## src/rtl/srx_pkg.sv

```systemverilog
package srx_pkg;
  parameter int unsigned SRX_BYTE_W = 8;
  typedef enum logic {TAG_CMD = 1'b0, TAG_DATA = 1'b1} srx_tag_e;
endpackage

```

## src/rtl/srx_sync.sv

```systemverilog
module srx_sync #(
  parameter int unsigned WIDTH  = 4,
  parameter int unsigned STAGES = 2
) (
  input  logic             clk,
  input  logic             rst_n,
  input  logic [WIDTH-1:0] d_async,
  output logic [WIDTH-1:0] q_sync
);
  localparam int unsigned LAST = STAGES - 1;

  for (genvar b = 0; b < WIDTH; b++) begin : g_bit
    logic [STAGES-1:0] chain;
    always_ff @(posedge clk or negedge rst_n) begin
      if (!rst_n) chain <= '0;
      else        chain <= {chain[STAGES-2:0], d_async[b]};
    end
    assign q_sync[b] = chain[LAST];
  end
endmodule

```

## src/rtl/srx_shifter.sv

```systemverilog
module srx_shifter
  import srx_pkg::*;
#(
  parameter int unsigned BYTE_W = SRX_BYTE_W
) (
  input  logic              clk,
  input  logic              rst_n,
  input  logic              sel,
  input  logic              sclk_s,
  input  logic              sdin_s,
  input  logic              dc_s,
  output logic              done,
  output logic [BYTE_W-1:0] word,
  output srx_tag_e          tag
);
  localparam int unsigned CNT_W = $clog2(BYTE_W);
  localparam logic [CNT_W-1:0] CNT_LAST = CNT_W'(BYTE_W - 1);

  logic              sclk_q;
  logic              rise;
  logic [BYTE_W-1:0] shreg;
  logic [CNT_W-1:0]  cnt;

  assign rise = sclk_s & ~sclk_q;
  assign done = sel & rise & (cnt == CNT_LAST);
  assign word = {shreg[BYTE_W-2:0], sdin_s};
  assign tag  = dc_s ? TAG_DATA : TAG_CMD;

  always_ff @(posedge clk or negedge rst_n) begin
    if (!rst_n) sclk_q <= 1'b0;
    else        sclk_q <= sclk_s;
  end

  always_ff @(posedge clk or negedge rst_n) begin
    if (!rst_n) begin
      shreg <= '0;
      cnt   <= '0;
    end else if (!sel) begin
      shreg <= '0;
      cnt   <= '0;
    end else if (rise) begin
      shreg <= word;
      cnt   <= (cnt == CNT_LAST) ? '0 : cnt + 1'b1;
    end
  end

  AST_DESEL_CLEARS: assert property (@(posedge clk) disable iff (!rst_n)
    !sel |=> (cnt == '0) && (shreg == '0));
  AST_NO_DONE_DESEL: assert property (@(posedge clk) disable iff (!rst_n)
    !sel |-> !done);
  AST_CNT_STEPS: assert property (@(posedge clk) disable iff (!rst_n)
    (sel && rise && cnt != CNT_LAST) |=> cnt == CNT_W'($past(cnt) + 1'b1));
  AST_CNT_HOLDS: assert property (@(posedge clk) disable iff (!rst_n)
    (sel && !rise) |=> $stable(cnt) && $stable(shreg));
  AST_DONE_WRAPS: assert property (@(posedge clk) disable iff (!rst_n)
    done |=> cnt == '0);
endmodule

```

## src/rtl/srx_outreg.sv

```systemverilog
module srx_outreg
  import srx_pkg::*;
#(
  parameter int unsigned BYTE_W = SRX_BYTE_W
) (
  input  logic              clk,
  input  logic              rst_n,
  input  logic              done,
  input  logic [BYTE_W-1:0] word,
  input  srx_tag_e          tag,
  output logic              vld,
  output logic [BYTE_W-1:0] data,
  output logic              is_data
);
  always_ff @(posedge clk or negedge rst_n) begin
    if (!rst_n) begin
      vld     <= 1'b0;
      data    <= '0;
      is_data <= 1'b0;
    end else begin
      vld <= done;
      if (done) begin
        data    <= word;
        is_data <= (tag == TAG_DATA);
      end
    end
  end

  AST_STROBE_SINGLE: assert property (@(posedge clk) disable iff (!rst_n)
    vld |=> !vld);
  AST_OUT_HOLD: assert property (@(posedge clk) disable iff (!rst_n)
    !done |=> $stable(data) && $stable(is_data));
endmodule

```

## src/rtl/serial_byte_rx.sv

```systemverilog
module serial_byte_rx
  import srx_pkg::*;
#(
  parameter int unsigned BYTE_W      = SRX_BYTE_W,
  parameter int unsigned SYNC_STAGES = 2
) (
  input  logic              clk,
  input  logic              rst_n,
  input  logic              cs_n,
  input  logic              cs,
  input  logic              sclk,
  input  logic              sdin,
  input  logic              dc_sel,
  output logic              byte_vld,
  output logic [BYTE_W-1:0] byte_data,
  output logic              byte_is_data
);
  localparam int unsigned N_SYNC = 5;

  logic [N_SYNC-1:0] raw, synced;
  logic              sel;
  logic              done;
  logic [BYTE_W-1:0] word;
  srx_tag_e          tag;

  assign raw = {cs_n, cs, sclk, sdin, dc_sel};
  assign sel = ~synced[4] & synced[3];

  srx_sync #(.WIDTH(N_SYNC), .STAGES(SYNC_STAGES)) u_sync (
    .clk(clk), .rst_n(rst_n), .d_async(raw), .q_sync(synced));

  srx_shifter #(.BYTE_W(BYTE_W)) u_shift (
    .clk(clk), .rst_n(rst_n), .sel(sel), .sclk_s(synced[2]),
    .sdin_s(synced[1]), .dc_s(synced[0]),
    .done(done), .word(word), .tag(tag));

  srx_outreg #(.BYTE_W(BYTE_W)) u_out (
    .clk(clk), .rst_n(rst_n), .done(done), .word(word), .tag(tag),
    .vld(byte_vld), .data(byte_data), .is_data(byte_is_data));

  AST_VLD_NEEDS_SEL: assert property (@(posedge clk) disable iff (!rst_n)
    !sel |=> !byte_vld);
endmodule

```

## config.mk

```make
export PLATFORM = sky130hd
export DESIGN_NAME = serial_byte_rx
export DESIGN_NICKNAME = d
export VERILOG_FILES = /design/src/rtl/srx_pkg.sv /design/src/rtl/srx_sync.sv /design/src/rtl/srx_shifter.sv /design/src/rtl/srx_outreg.sv /design/src/rtl/serial_byte_rx.sv
export SDC_FILE = /design/constraint.sdc
export NUM_CORES = 1
export LEC_CHECK = 0
export ABC_AREA = 1
export BUFFER_PORTS_ARGS = -buffer_cell sky130_fd_sc_hd__buf_2
export CORE_MARGIN = 2
export CORE_UTILIZATION = 49
export CTS_BUF_LIST = sky130_fd_sc_hd__clkbuf_16
export CTS_CLUSTER_SIZE = 10
export DETAILED_ROUTE_END_ITERATION = 8
export HOLD_SLACK_MARGIN = 0.06
export PLACE_DENSITY = 0.79
export SLEW_MARGIN = 20
export SYNTH_ARGS = -nofsm -noshare
export SYNTH_HDL_FRONTEND = slang
export SYNTH_HIERARCHICAL = 1
export SYNTH_SLANG_ARGS = --single-unit
```

## constraint.sdc

```tcl
create_clock -name clk -period 1.3 [get_ports clk]
set_input_delay 0.065 -clock clk [delete_from_list [all_inputs] [get_ports clk]]
set_output_delay 0.065 -clock clk [all_outputs]
set_load 0.1 [all_outputs]
```

==> results.txt, run 1 <==
Worst Hold Class: in -> async
Site Rows: 17
# clock sinks: 31
Mapped Nets: 123
H-tree depth: 2
Clock transition at path regs: 50 ps
Critical Path End Type: flop
TNS Setup: 0 ps
Num CTS Buffers: 5
Area Growth Syn to Fin: 25.2%
Post-synthesis sequential area ratio: 66.0%
CP Data Arrival Time: 1380 ps
Final #Nets: 146
Max-slew headroom: 57.4%
GRT Residual Overflow: 0
Initial Util: 52.6%
Inserted Diodes: 0
Vias in the first global route: 757
Worst vdd rail ir drop: 1.10 mV
Final wirelength: 1900 um
Final setup fails: 0
First-pass GRT wire length: 3140 um
Die Ht: 53.0 um
Switching share of power: 19.4%
Tot Pwr: 2.11 mW
Grt met3 use: 8.47%
1st-pass router iterations: 4
Worst Skew: 4.90 ps
Vias per cell: 4.86
CTS tree: done
Post-Syn Instances: 114
Worst r2r src: u_shift/cnt[0]$_DFFE_PN0P_
Most common cell after layout, fill and taps aside: nand2_1
Critical path peak fanout: 5
GR peak layer: met2
Root buffer cell: clkbuf_16
Int Pwr: 1.70 mW
GR Layer Usage met2: 25.6%
Design area: 1470 um^2
Number of antenna violations at the first check in global routing: 0
GPL Wtd Cong: 0.725
Combinational share of power: 3.5%
Max-slew violation count: 0
Final non-filler cell total: 166
Die footprint: 2810 um^2
DRT antenna net count: 0
I/O Pins: 17
Mapped Avg Cell Area: 10.3 um^2
CTS max path bufs: 2
Register-to-register setup slack: 80 ps
Worst Max-Slew Pin Slew: 638 ps
Post-DP HPWL: 1200 um
Worst Setup Path Type: reg -> reg
GRT Total Usage: 16.6%
Startpoint class of the critical path: flop
Vias: 806
Post-Route Utilization: 65.9%
Reg-to-reg endpoint: u_out/data[6]$_DFFE_PN0P_
Worst setup path end: u_out/data[6]$_DFFE_PN0P_
PD cells: 1440 nW/um^2
Fin crit share: 93.8%
# DRC: 0
Leak pwr: 0.817 nW
Core area: 2230 um^2
GR Util met1: 17.5%
Net Sw Power: 0.410 mW
MaxCap Viol Count: 0
Layout cell share with drive strength beyond 1: 24.6%
Status: completed
Fmax: 820 MHz
Die W: 53.0 um
CP startpoint: u_shift/cnt[0]$_DFFE_PN0P_
Synth Cell Area: 1170 um^2
Yosys reg bits: 31
Critical Path RT: 1460 ps
Ys Warns: 6
Unrepaired setup endpoints after global routing: false
Tmin final: 1220 ps
IO Port Bufs: 16
R2R cell count: 7
Reg power frac: 47.1%
Largest net degree at the start of global routing: 32
DR iter-0 viols: 23
Placed inst area: 1250 um^2
Placed Cells: 151
Final Hold Fails: 0
Distinct cell type count after synthesis: 11
WL/cell: 11.4 um
Clock power share: 49.4%
Most frequent cells in the layout: 39 x nand2_1, 31 x dfrtp_1, 20 x nand3_1, 16 x buf_2
Clk Latency, worst-skew pair: 270 ps
[power groups by stage]
stage	combinational [mW]	sequential, mW	clock (mW)
after CTS	0.0750	0.996	1.07
after detailed placement	0.0595	1.01	0
final	0.0743	0.996	1.04
after global placement	0.0577	1.01	0
after global routing	0.0837	0.996	1.11
after floorplan	0.0465	1.01	0
[through the flow]
step / hold WS [ps] / worst slack [ps]
after floorplan: -231 / 11.6
after global placement: 120 / 53.7
after detailed placement: 129 / -4.50
after CTS: 350 / 13.3
after global routing: 353 / 17.8
final: 346 / 80.6
[worst min-delay path by stage]
stage,to,slack [ps],cells after the start
3_3_place_gp,u_out/data[0]$_DFFE_PN0P_,120,1
6_report,u_out/data[5]$_DFFE_PN0P_,350,2
3_5_place_dp,u_out/data[0]$_DFFE_PN0P_,130,1
2_1_floorplan,u_out/data[0]$_DFFE_PN0P_,-230,0
5_1_grt,u_sync/g_bit[3].chain[1]$_DFF_PN0_,350,0
4_1_cts,u_sync/g_bit[4].chain[1]$_DFF_PN0_,350,0
[routing by layer]
layer,vias up,share of wire [%]
li1,396,-
met1,376,43
met2,28,46
met3,6,8.2
met4,0,2.6
met5,-,0
[logic make-up after synthesis]
kind of cell,Yosys count,synth area share (%)
adder cells (fa/ha/maj),2,2.13
buffers and inverters,17,8.84
AND/OR/NAND/NOR,64,23.0
flip-flops,31,66.0
[synthesized netlist by cell type, drive strengths merged]
cell type,number,area (um^2)
nand3,20,100
dfrtp,31,776
ha,2,25.0
inv,6,22.5
nand2,39,146
buf,11,81.3
nor2,5,23.8
[worst max-delay path, cell delays in order (launching register included)]
cell and delay (ps):
dfrtp_1 380, ha_2 210, ha_4 170, inv_2 60, nor2_4 40, buf_4 140, nand2_1 60, nand2_1 50
[sequential cells by signal, summed over array words and instances, names as in the netlist]
register / count
u_shift/shreg: 7
u_out/vld: 1
u_sync/g_bit.chain: 10
u_out/is_data: 1
u_out/data: 8
u_shift/cnt: 3
u_shift/sclk_q: 1
[what timing repair did]
| item | in CTS | in global routing |
|---|---|---|
| resized for setup | 0 | 5 |
| endpoints found under the hold margin | 36 | 0 |
| setup endpoints to repair | 2 | 9 |
| setup buffers | 1 | 0 |
| hold buffers | 6 | 0 |
[area by class of cell]
cell class / count / area [um^2]
clock buffer: 5 / 125
multi-input combinational: 66 / 323
clock inverter: 3 / 12.5
tap: 28 / 35.0
sequential: 31 / 776
inverter: 6 / 22.5
timing repair buffer: 27 / 178
fill: 166 / 762
No activity file was read; power rests on OpenSTA's default activity.
==> run 2, diff against run 1 <==
Settings changed: SETUP_SLACK_MARGIN set to 0.1.
==> run 2 against run 1 <==
  * Via count increased by 6.2%
  * Utilization increased by 4.1 points
  * Clock power about the same
  * Critical endpoint unchanged
  * Largest cell class unchanged
==> results.txt, run 2 (synthesis results as in run 1) <==
Status: completed
Die footprint: 2810 um^2 (unchanged)
Final wirelength: 2210 um (+16%)
Vias per cell: 5.01 (+3.1%)
Site Rows: 17 (unchanged)
Largest net degree at the start of global routing: 32 (unchanged)
Worst vdd rail ir drop: 1.20 mV (+9.2%)
Num CTS Buffers: 5 (unchanged)
Die W: 53.0 um (unchanged)
Post-Route Utilization: 70.0% (+4.1 points)
MaxCap Viol Count: 0 (unchanged)
Inserted Diodes: 0 (unchanged)
Hold path cells: 0
Worst Skew: 4.01 ps (-0.891 ps)
Tmin final: 1290 ps (+68.9 ps)
# clock sinks: 31 (unchanged)
Register-to-register setup slack: 10 ps (-70 ps)
Grt met3 use: 9.32% (+0.85 points)
PD cells: 1350 nW/um^2 (-5.7%)
I/O Pins: 17 (unchanged)
Worst r2r src: u_shift/cnt[1]$_DFFE_PN0P_
Startpoint class of the critical path: flop
Tot Pwr: 2.12 mW (+0.26%)
Fin crit share: 99.1% (+5.3 points)
Max-slew headroom: 55.4% (-2.0 points)
Layout fillers: 160 (-3.6%)
Vias in the first global route: 806 (+6.5%)
GRT Residual Overflow: 0 (unchanged)
GRT Total Usage: 18.7% (+2.1 points)
GR peak layer: met2
# DRC: 0 (unchanged)
R2R cell count: 7 (unchanged)
Initial Util: 52.6% (unchanged)
DRT antenna net count: 0 (unchanged)
Fmax: 776 MHz (-5.3%)
Worst hold start: u_sync/g_bit[0].chain[0]$_DFF_PN0_
GPL Wtd Cong: 0.748 (+3.1%)
Worst Max-Slew Pin Slew: 669 ps (+30.5 ps)
CP Data Arrival Time: 1500 ps (+120 ps)
1st-pass router iterations: 4 (unchanged)
Core area: 2230 um^2 (unchanged)
Hold EP: u_sync/g_bit[0].chain[1]$_DFF_PN0_
Final Hold Fails: 0 (unchanged)
Worst Setup Path Type: reg -> reg
WL/cell: 12.9 um (+13%)
Number of antenna violations at the first check in global routing: 0 (unchanged)
Reg-to-reg endpoint: u_out/data[6]$_DFFE_PN0P_
Critical Path End Type: flop
IO Port Bufs: 16 (unchanged)
Layout cell share with drive strength beyond 1: 34.3% (+9.6 points)
Vias: 856 (+6.2%)
Root buffer cell: clkbuf_16
Most common cell after layout, fill and taps aside: dfrtp_1
Clk Latency, worst-skew pair: 270 ps (about the same)
Area Growth Syn to Fin: 33.1%
Critical path peak fanout: 6 (+1)
Largest regs: u_sync/g_bit.chain x10, u_out/data x8, u_shift/shreg x7
GR Layer Usage met2: 32.7% (+7.1 points)
Biggest register: u_sync/g_bit.chain
Clock transition at path regs: 50 ps (about the same)
Unrepaired setup endpoints after global routing: true
DR iter-0 viols: 20 (-13%)
H-tree depth: 2 (unchanged)
Critical Path RT: 1510 ps (+50 ps)
Final setup fails: 0 (unchanged)
Sequential Area: 776 um^2 (unchanged)
Max-slew violation count: 0 (unchanged)
Worst Hold Class: reg -> reg
First-pass GRT wire length: 3480 um (+11%)
Final #Nets: 151 (+3.4%)
Footprint of the multi-input gates: 363 um^2 (+12%)
CTS tree: done
CTS max path bufs: 2 (unchanged)
Number of flip-flops in the largest register: 10 (unchanged)
Most frequent cells in the layout: 31 x dfrtp_1, 30 x nand2_1, 19 x nand3_1, 16 x buf_2, 8 x nand2_2
Post-DP HPWL: 1270 um (+5.8%)
GR Util met1: 18.6% (+1.1 points)
Die Ht: 53.0 um (unchanged)
Leak pwr: 0.864 nW (+5.8%)
-- run 2: cell count changes in the layout (fill, tap and decap cells not counted), sizes merged --
cell    previous run  this run
clkinv             1         2
inv                8         7
buf               21        26
-- run 2: worst max-delay path by stage --
stage | slack (ps) | from | to | cells past startpoint
floorplan | 40 | u_sync/g_bit[4].chain[1]$_DFF_PN0_ | u_out/data[0]$_DFFE_PN0P_ | 9
global placement | -50 | u_shift/cnt[1]$_DFFE_PN0P_ | u_out/data[0]$_DFFE_PN0P_ | 7
detailed placement | -170 | u_shift/cnt[0]$_DFFE_PN0P_ | u_out/data[6]$_DFFE_PN0P_ | 7
CTS | 4 | u_shift/cnt[0]$_DFFE_PN0P_ | u_out/data[2]$_DFFE_PN0P_ | 7
global route | -40 | u_shift/cnt[1]$_DFFE_PN0P_ | u_out/data[0]$_DFFE_PN0P_ | 7
finish | 10 | u_shift/cnt[1]$_DFFE_PN0P_ | u_out/data[6]$_DFFE_PN0P_ | 7
-- run 2: metrics by stage --
stage	worst slack [ps]	instances	cell area, um^2	TNS, ps	hold slack, ps
6_report	11.8	171	1560	0	343
2_1_floorplan	43.8	114	1200	0	-231
4_1_cts	4.45	169	1510	0	346
3_5_place_dp	-170	151	1250	-1380	132
3_3_place_gp	-54.4	151	1250	-349	120
5_1_grt	-42.7	171	1560	-211	359
-- run 2: what timing repair did --
action,CTS,global route
setup endpoints to repair,12,12
gates resized for setup,8,12
endpoints found under the hold margin,36,0
hold buffers,6,0
gates cloned,0,0
buffers inserted,4,2
pin swaps,2,5
-- run 2: metal layers --
metal  vias up  share of wire, %
met5         -                 0
met4         0              0.95
met3         4               4.9
met2        30                54
met1       413                40
li1        409                 -
-- run 2: layout make-up --
cell class	count	share of cell area, %
well taps	28	2.24
inverters	6	1.76
clock inverters	3	0.720
multi-input cells	66	23.2
clock buffers	5	8.00
repair buffers	32	14.5
flip-flops and latches	31	49.6
-- run 2: critical path: stages (launching register included) --
cell and delay [ps]:
dfrtp_1 360, ha_2 200, ha_4 130, inv_2 40
nor2_4 210, buf_6 160, nand2_4 50, nand2_2 60
-- run 2: report_power, final --
group	switching, mW	internal (mW)
logic	0.0484	0.0310
clock network	0.359	0.685
registers	0.00882	0.987
==> run 3, diff against run 2 <==
==> constraint.sdc (replaced) <==
create_clock -name clk -period 1.3 [get_ports clk]
set_input_delay 0.195 -clock clk [delete_from_list [all_inputs] [get_ports clk]]
set_output_delay 0.195 -clock clk [all_outputs]
set_load 0.1 [all_outputs]
==> run 3 against run 2 <==
  * First-iteration DRC count up 5.0%
  * Critical path depth up 1
  * Combinational power up 12%
  * Routed wire length up 5.1%
  * Sequential share of layout area down 1.7 points
  * Final area up 3.6%
  * Utilization up 2.5 points
==> results.txt, run 3 (synthesis results as in run 1) <==
Status: completed
Int Pwr: 1.71 mW (+0.38%)
Num CTS Buffers: 5 (unchanged)
Clk Latency, worst-skew pair: 270 ps (about the same)
Critical Path RT: 1460 ps (-50 ps)
Most frequent cells in the layout: 31 x dfrtp_1, 30 x nand2_1, 19 x nand3_1, 15 x buf_4, 8 x nand2_2
Vias per cell: 4.97 (-0.71%)
Number of flip-flops in the largest register: 10 (unchanged)
Number of antenna violations at the first check in global routing: 0 (unchanged)
Max-slew violation count: 0 (unchanged)
CTS tree: done
Final setup fails: 0 (unchanged)
Vias: 840 (-1.9%)
Worst path buffer plus inverter count: 3 (+1)
Fmax: 797 MHz (+2.7%)
Register-to-register setup slack: 50 ps (+30 ps)
Unrepaired setup endpoints after global routing: true
Biggest register: u_sync/g_bit.chain
Critical Path End Type: flop
Critical path peak fanout: 9 (+3)
Placed inst area: 1270 um^2 (+1.6%)
Hold EP: u_sync/g_bit[1].chain[1]$_DFF_PN0_
Design area: 1620 um^2 (+3.6%)
First-pass GRT wire length: 3590 um (+3.2%)
Die footprint: 2810 um^2 (unchanged)
Core area: 2230 um^2 (unchanged)
Combinational share of power: 4.1% (+0.4 points)
R2R cell count: 8 (+1)
# DRC: 0 (unchanged)
I/O Pins: 17 (unchanged)
Worst Max-Slew Pin Slew: 388 ps (-281 ps)
Switching share of power: 20.3% (+0.63 points)
Net Sw Power: 0.435 mW (+4.4%)
DRT antenna net count: 0 (unchanged)
Initial Util: 52.6% (unchanged)
PD cells: 1320 nW/um^2 (-2.3%)
Final Hold Fails: 0 (unchanged)
IO Port Bufs: 16 (unchanged)
Tmin final: 1250 ps (-33.5 ps)
CTS max path bufs: 2 (unchanged)
Pre-CTS setup slack: -145 ps (+25.3 ps)
Largest net degree at the start of global routing: 21 (-34%)
Vias in the first global route: 831 (+3.1%)
Final #Nets: 149 (-1.3%)
Reg-to-reg endpoint: u_out/data[7]$_DFFE_PN0P_
Fin Hold WS: 345 ps (+2.40 ps)
Worst Skew: 2.37 ps (-1.64 ps)
Largest regs: u_sync/g_bit.chain x10, u_out/data x8, u_shift/shreg x7
Die W: 53.0 um (unchanged)
Fin crit share: 96.5% (-2.6 points)
# clock sinks: 31 (unchanged)
DR iter-0 viols: 21 (+5.0%)
Worst Hold Class: reg -> reg
Clock transition at path regs: 50 ps (about the same)
Crit-path most repeated cell: ha_4
H-tree depth: 2 (unchanged)
Root buffer cell: clkbuf_16
1st-pass router iterations: 4 (unchanged)
GRT Residual Overflow: 0 (unchanged)
GRT Total Usage: 19.4% (+0.70 points)
Placed Cells: 152 (+0.66%)
Layout cell share with drive strength beyond 1: 34.0% (-0.22 points)
Most common cell after layout, fill and taps aside: dfrtp_1
Hold path cells: 0 (unchanged)
Leak pwr: 0.843 nW (-2.4%)
Post-Route Utilization: 72.5% (+2.5 points)
Layout fillers: 155 (-3.1%)
MaxCap Viol Count: 0 (unchanged)
Worst Setup Path Type: reg -> reg
Max-slew headroom: 74.1% (+19 points)
Startpoint class of the critical path: flop
Die Ht: 53.0 um (unchanged)
Worst vdd rail ir drop: 1.32 mV (+10%)
Clock power share: 49.4% (about the same)
CP max stage delay: 390 ps (+30 ps)
Final setup margin: 45.3 ps (+33.5 ps)
Site Rows: 17 (unchanged)
Post-DP HPWL: 1360 um (+7.3%)
Inserted Diodes: 0 (unchanged)
GPL Wtd Cong: 0.762 (+1.9%)
Worst hold start: u_sync/g_bit[1].chain[0]$_DFF_PN0_
Area Growth Syn to Fin: 37.9%
CP Data Arrival Time: 1420 ps (-80 ps)
WL/cell: 13.7 um (+6.3%)
Worst r2r src: u_shift/cnt[1]$_DFFE_PN0P_
Final wirelength: 2320 um (+5.1%)
Delay-heaviest family, CP: flip-flops
Reg power frac: 46.5% (-0.5 points)
Critical path, cell by cell: ha_4 -> ha_4 -> inv_2 -> nor2_4 -> buf_12 -> inv_8 -> nand2_2 -> nand2_1
Final non-filler cell total: 169 (-1.2%)
CP max stage cell: dfrtp_1
-- run 3: power groups by stage --
stage	sequential (mW)	clock (mW)	combinational [mW]
2_1_floorplan	1.01	0	0.0482
3_3_place_gp	1.01	0	0.0678
3_5_place_dp	1.01	0	0.0709
4_1_cts	0.996	1.08	0.0859
5_1_grt	0.996	1.12	0.100
6_report	0.996	1.06	0.0887
-- run 3: worst max-delay path by stage --
| stage | cells after the start | startpoint | to | slack, ps |
|---|---|---|---|---|
| floorplan | 9 | u_sync/g_bit[4].chain[1]$_DFF_PN0_ | u_out/data[0]$_DFFE_PN0P_ | 40 |
| global placement | 7 | u_shift/cnt[1]$_DFFE_PN0P_ | u_out/data[0]$_DFFE_PN0P_ | -50 |
| CTS | 8 | u_shift/cnt[0]$_DFFE_PN0P_ | u_out/data[7]$_DFFE_PN0P_ | 60 |
| global route | 8 | u_shift/cnt[0]$_DFFE_PN0P_ | u_out/data[7]$_DFFE_PN0P_ | -30 |
| detailed placement | 7 | u_shift/cnt[0]$_DFFE_PN0P_ | u_out/data[1]$_DFFE_PN0P_ | -150 |
| finish | 8 | u_shift/cnt[1]$_DFFE_PN0P_ | u_out/data[7]$_DFFE_PN0P_ | 50 |
-- run 3: timing repair --
action | 4_1_cts | 5_1_grt
endpoints found under the setup margin | 22 | 11
setup buffers | 1 | 1
hold buffers | 6 | 0
resized for setup | 16 | 14
pin swaps | 4 | 8
endpoints found under the hold margin | 19 | 0
gates cloned | 0 | 1
-- run 3: routing by layer --
metal	share of wire, %	GRT usage [%]
met4	1.5	9.40
met3	5.9	8.47
met2	55	32.9
met5	0	0
met1	37	20.4
-- run 3: cell type report --
type	instances	area (um^2)	share of cell area, %
Clock inverter	3	11.3	0.695
Sequential cell	31	776	47.9
Timing Repair Buffer	30	268	16.5
Multi-Input combinational cell	66	375	23.2
Tap cell	28	35.0	2.16
Inverter	6	30.0	1.85
Clock buffer	5	125	7.72
-- run 3: metrics by stage --
step / setup TNS (ps) / power (mW)
3_3_place_gp: -318 / 1.08
6_report: 0 / 2.14
4_1_cts: 0 / 2.16
3_5_place_dp: -1190 / 1.08
5_1_grt: -162 / 2.22
2_1_floorplan: 0 / 1.06
